<file path="src/rtl/tir_pkg.sv">
package tir_pkg;
   typedef enum logic {SRC_TIMER = 1'b0, SRC_WDOG = 1'b1} src_kind_e;

   function automatic src_kind_e kind_of(input logic lsb);
      return lsb ? SRC_WDOG : SRC_TIMER;
   endfunction
endpackage

</file>
<file path="src/rtl/tir_edge_det.sv">
module tir_edge_det #(
   parameter int NSRC = 8
) (
   input  logic            clk,
   input  logic            rst_n,
   input  logic [NSRC-1:0] lvl,
   output logic [NSRC-1:0] rise
);
   logic [NSRC-1:0] prev_q;

   for (genvar g = 0; g < NSRC; g++) begin : g_src
      always_ff @(posedge clk) begin
         if (!rst_n) prev_q[g] <= 1'b0;
         else        prev_q[g] <= lvl[g];
      end
      assign rise[g] = lvl[g] & ~prev_q[g];
   end
endmodule

</file>
<file path="src/rtl/tir_pend_arb.sv">
module tir_pend_arb #(
   parameter  int NSRC  = 8,
   localparam int IDX_W = $clog2(NSRC)
) (
   input  logic             clk,
   input  logic             rst_n,
   input  logic [NSRC-1:0]  set,
   output logic             gnt_vld,
   output logic [IDX_W-1:0] gnt_idx,
   output logic [NSRC-1:0]  gnt_oh
);
   logic [NSRC-1:0] pend_q;

   always_comb begin
      gnt_oh  = '0;
      gnt_idx = '0;
      for (int i = NSRC - 1; i >= 0; i--) begin
         if (pend_q[i]) begin
            gnt_oh  = '0;
            gnt_oh[i] = 1'b1;
            gnt_idx = IDX_W'(i);
         end
      end
   end

   assign gnt_vld = |pend_q;

   always_ff @(posedge clk) begin
      if (!rst_n) pend_q <= '0;
      else        pend_q <= (pend_q & ~gnt_oh) | set;
   end
endmodule

</file>
<file path="src/rtl/tir_req_fmt.sv">
module tir_req_fmt #(
   parameter  int IDX_W    = 3,
   parameter  int ID_W     = 5,
   parameter  int ID_TIMER = 29,
   parameter  int ID_WDOG  = 30,
   localparam int CORE_W   = IDX_W - 1
) (
   input  logic              clk,
   input  logic              rst_n,
   input  logic              gnt_vld,
   input  logic [IDX_W-1:0]  gnt_idx,
   output logic              req_vld,
   output logic [CORE_W-1:0] req_core,
   output logic [ID_W-1:0]   req_id
);
   import tir_pkg::*;

   always_ff @(posedge clk) begin
      if (!rst_n || !gnt_vld) begin
         req_vld  <= 1'b0;
         req_core <= '0;
         req_id   <= '0;
      end else begin
         req_vld  <= 1'b1;
         req_core <= gnt_idx[IDX_W-1:1];
         req_id   <= (kind_of(gnt_idx[0]) == SRC_WDOG) ? ID_W'(ID_WDOG) : ID_W'(ID_TIMER);
      end
   end
endmodule

</file>
<file path="src/rtl/tir_router.sv">
module tir_router #(
   parameter  int MAX_CORES = 4,
   parameter  int NUM_CORES = 4,
   parameter  int ID_W      = 5,
   parameter  int ID_TIMER  = 29,
   parameter  int ID_WDOG   = 30,
   localparam int NSRC      = 2 * MAX_CORES,
   localparam int IDX_W     = $clog2(NSRC),
   localparam int CORE_W    = IDX_W - 1
) (
   input  logic              clk,
   input  logic              rst_n,
   input  logic [NSRC-1:0]   src_lvl,
   output logic              req_vld,
   output logic [CORE_W-1:0] req_core,
   output logic [ID_W-1:0]   req_id
);
   if (MAX_CORES < 2 || (MAX_CORES & (MAX_CORES - 1)) != 0)
      $error("MAX_CORES must be a power of two of at least 2");
   if (NUM_CORES < 1 || NUM_CORES > MAX_CORES)
      $error("NUM_CORES out of range");
   if (ID_TIMER >= (1 << ID_W) || ID_WDOG >= (1 << ID_W) || ID_TIMER == ID_WDOG)
      $error("interrupt IDs must differ and fit ID_W");

   logic [NSRC-1:0]  rise_raw, rise_used, gnt_oh;
   logic             gnt_vld;
   logic [IDX_W-1:0] gnt_idx;

   tir_edge_det #(.NSRC(NSRC)) u_edge (
      .clk(clk), .rst_n(rst_n), .lvl(src_lvl), .rise(rise_raw)
   );

   for (genvar g = 0; g < NSRC; g++) begin : g_mask
      if (g < 2 * NUM_CORES) begin : g_live
         assign rise_used[g] = rise_raw[g];
      end else begin : g_dead
         assign rise_used[g] = 1'b0 & rise_raw[g];
      end
   end

   tir_pend_arb #(.NSRC(NSRC)) u_arb (
      .clk(clk), .rst_n(rst_n), .set(rise_used),
      .gnt_vld(gnt_vld), .gnt_idx(gnt_idx), .gnt_oh(gnt_oh)
   );

   tir_req_fmt #(.IDX_W(IDX_W), .ID_W(ID_W), .ID_TIMER(ID_TIMER), .ID_WDOG(ID_WDOG)) u_fmt (
      .clk(clk), .rst_n(rst_n), .gnt_vld(gnt_vld), .gnt_idx(gnt_idx),
      .req_vld(req_vld), .req_core(req_core), .req_id(req_id)
   );
endmodule

</file>
<file path="config.mk">
export PLATFORM = sky130hd
export DESIGN_NAME = tir_router
export DESIGN_NICKNAME = d
export VERILOG_FILES = /design/src/rtl/tir_pkg.sv /design/src/rtl/tir_edge_det.sv /design/src/rtl/tir_pend_arb.sv /design/src/rtl/tir_req_fmt.sv /design/src/rtl/tir_router.sv
export SDC_FILE = /design/constraint.sdc
export NUM_CORES = 1
export LEC_CHECK = 0
export ABC_AREA = 1
export BUFFER_PORTS_ARGS = -buffer_cell sky130_fd_sc_hd__buf_2
export CORE_MARGIN = 2
export CORE_UTILIZATION = 44
export CTS_CLUSTER_SIZE = 16
export DETAILED_ROUTE_END_ITERATION = 8
export GPL_ROUTABILITY_DRIVEN = 0
export MAX_ROUTING_LAYER = met4
export PLACE_DENSITY_LB_ADDON = 0.1
export SLEW_MARGIN = 20
export SYNTH_ARGS = -nofsm -noshare
export SYNTH_HDL_FRONTEND = slang
export SYNTH_SLANG_ARGS = --single-unit
export TNS_END_PERCENT = 50
</file>
<file path="constraint.sdc">
create_clock -name clk -period 1 [get_ports clk]
set_clock_uncertainty 0.05 [all_clocks]
set_input_delay 0.05 -clock clk [delete_from_list [all_inputs] [get_ports clk]]
set_output_delay 0.05 -clock clk [all_outputs]
set_load 0.01 [all_outputs]
</file>
==> results.txt <==
outcome: complete, but fails checks
violations in the final reports: negative setup slack
post-CTS setup buffers: 0
P_leak: 0.531 nW
die span in x: 45.2 µm
post-synthesis to final-layout area growth: 38.5%
maxcap violations: 0
slowest stage delay, CP: 0.35 ns
routed wire length: 1210 µm
Syn Std Cell Area: 747 µm²
Ant. Diodes: 0
vias post-DR: 578
# DRC: 0
htree depth: 1
Std-Cell Core Area: 1540 µm²
root buffer cell: clkbuf_4
DRC marker count from the first detailed-route iteration: 7
chip height: 45.2 µm
pin slew with the least headroom to its limit: 0.205 ns
Critical Path Fanout Max: 4
switching power share of the total: 0.241
maximum clock insertion buffer count: 2
Port Buffer Count: 17
share of post-route cells with drive strength above 1: 0.342
highest ir drop seen on vdd: 1.05 mV
I/O pin count: 18
number of antenna violations at the first check in global routing: 0
Comb pwr share: 0.169
vias in the first global route: 479
sink count of the clock tree: 22
clock latency on the worst-skew pair: 0.30 ns
antenna violation net count after detailed routing: 0
Hold/Removal Path Class: flip-flop to flip-flop
number of buffers inserted during clock tree synthesis: 3
share of Yosys cell area claimed by the top area cell type: 0.590
proportion of synthesized chip area in sequential cells: 0.590
setup TNS after final layout: -0.0614 ns
shortest clock period the worst path allows after layout: 1.03 ns
Critical Path Source Type: flip-flop
count of yosys warnings during synthesis: 0
die area: 2040 µm²
worst slew slack as a fraction of its limit: 0.863
maximum number of pins on one net before global-route repair: 13
fin worst setup slack: -0.0315 ns
wire length of the first global-routing pass: 1950 µm
part of the total power dissipated in the clock network: 0.264
Clock Pin Slew Worst Setup and Hold Paths: 0.11 ns
Worst Path Required: 1.14 ns
estimated wirelength of the detail-placed design: 818 µm
pre-CTS setup slack: -0.0409 ns
power spent charging and discharging nets: 0.000421 W
synthesized instance count: 83
total setup violations reported at the end of the flow: 6
endpoint type of the worst setup path: flip-flop
top area cells in the synthesized netlist: dfxtp_1 59%, inv_1 9.0%, nand2_1 8.0%
number of placement rows: 14
Routed WL per cell: 9.34 µm
CTS tree: built
Initial Util: 0.485
Min Hold Slack: 0.332 ns
Crit Path Class: flip-flop to flip-flop
power consumption: 0.00174 W
Yosys top cell by area: dfxtp_1
RSZ-0062 raised after global routing: true
crit-path cells: nor2_4, nand2_1, o21ai_0, o22ai_1
Fill cells: 122
Mean Syn Cell Area: 9.00 µm²
overall overflow remaining after global route: 0
Worst path slowest cell: dfxtp_2
detail-routed via count per cell: 4.45
WP data arrival: 1.17 ns
number of distinct library cells after synthesis: 17
Cell Int Power: 0.00132 W
Reg power frac: 0.567
nets in the synthesized netlist: 93
router iterations before antenna repair: 4
count of final hold-check violations: 0
number of synthesized register bits: 22
Power Dens Cells: 1690 nW/µm²
total global-route track usage: 0.146
final clock period utilization by the worst path: 1.03
count of nets after finishing: 125
fin util: 0.671
Slew Limit Fails: 0
maximum operating frequency: 0.969 GHz
cell type report:
cell class                 count  area [µm²]  share of cell area
clock buffer                   4        36.3              0.0351
inverter                      18        67.6              0.0653
multi-input combinational     40         239               0.231
sequential                    22         450               0.435
tap                           16        20.0              0.0193
timing repair buffer          30         221               0.214
power groups by stage:
stage / logic (W) / registers (W) / clock network (W)
final: 0.000294 / 0.000989 / 0.000460
after global routing: 0.000329 / 0.000996 / 0.000526
after CTS: 0.000286 / 0.000982 / 0.000491
after detailed placement: 0.000246 / 0.000998 / 0
after global placement: 0.000244 / 0.000996 / 0
after floorplan: 0.000147 / 0.00101 / 0
flip-flops by register name, indices dropped and copies added, names as in the netlist:
signal and count:
u_arb.pend_q 8, u_edge.prev_q 8, u_fmt.req_core 2, u_fmt.req_id 3, u_fmt.req_vld 1
cells in the mapped netlist:
cell,number
o32ai_1,2
nor2_4,1
a21boi_0,1
buf_4,3
o21ai_0,5
nand2_1,16
o21ai_4,1
inv_1,18
nor2_2,1
nor3_1,1
a21oi_1,1
nor2_1,4
nand3_2,1
or2_4,1
o22ai_1,3
dfxtp_1,22
nand3_1,2
layout by cell type (no fill, tap or decap), types with 5 or more instances in the layout:
cell	count
inv_1	17
buf_2	17
dfxtp_1	16
nand2_1	15
dlygate4sd3_1	9
dfxtp_2	5
worst paths after layout:
| check | slack, ns | from | cells past startpoint | endpoint |
|---|---|---|---|---|
| max reg2reg | -0.03 | u_arb.pend_q[1]$_SDFF_PN0_ | 4 | u_arb.pend_q[5]$_SDFF_PN0_ |
| max | -0.03 | u_arb.pend_q[1]$_SDFF_PN0_ | 4 | u_arb.pend_q[5]$_SDFF_PN0_ |
| min reg2reg | 0.33 | u_edge.prev_q[0]$_SDFF_PN0_ | 1 | u_arb.pend_q[0]$_SDFF_PN0_ |
| min | 0.33 | u_edge.prev_q[0]$_SDFF_PN0_ | 1 | u_arb.pend_q[0]$_SDFF_PN0_ |
timing repair:
item	4_1_cts	5_1_grt
setup endpoints to repair	8	10
resized for setup	5	11
pin swaps	3	8
hold buffers	9	0
hold endpoints to repair	16	0
layer usage:
layer  global-route usage  share of wire  routed length (µm)
met1                0.163           0.48                 584
met2                0.217           0.47                 571
met3               0.0480          0.047                  57
met4                0.106              0                   0
met5                    -              0                   0
worst max-delay path: cells and delay by family (launching register included):
kind	cells	cell delay, ns
compound gates	2	0.24
flops	1	0.35
simple gates	2	0.29
through the flow:
step | instance area [µm²] | cells
floorplan | 747 | 83
global placement | 872 | 117
detailed placement | 872 | 117
CTS | 1010 | 130
global route | 1030 | 130
finish | 1030 | 130
cell families after synthesis:
group	synth area share
AND/OR/NAND/NOR	0.169
AO/OA/AOI/OAI	0.121
buffers and inverters	0.121
flip-flops	0.590
Power figures use the tool's default switching activity.
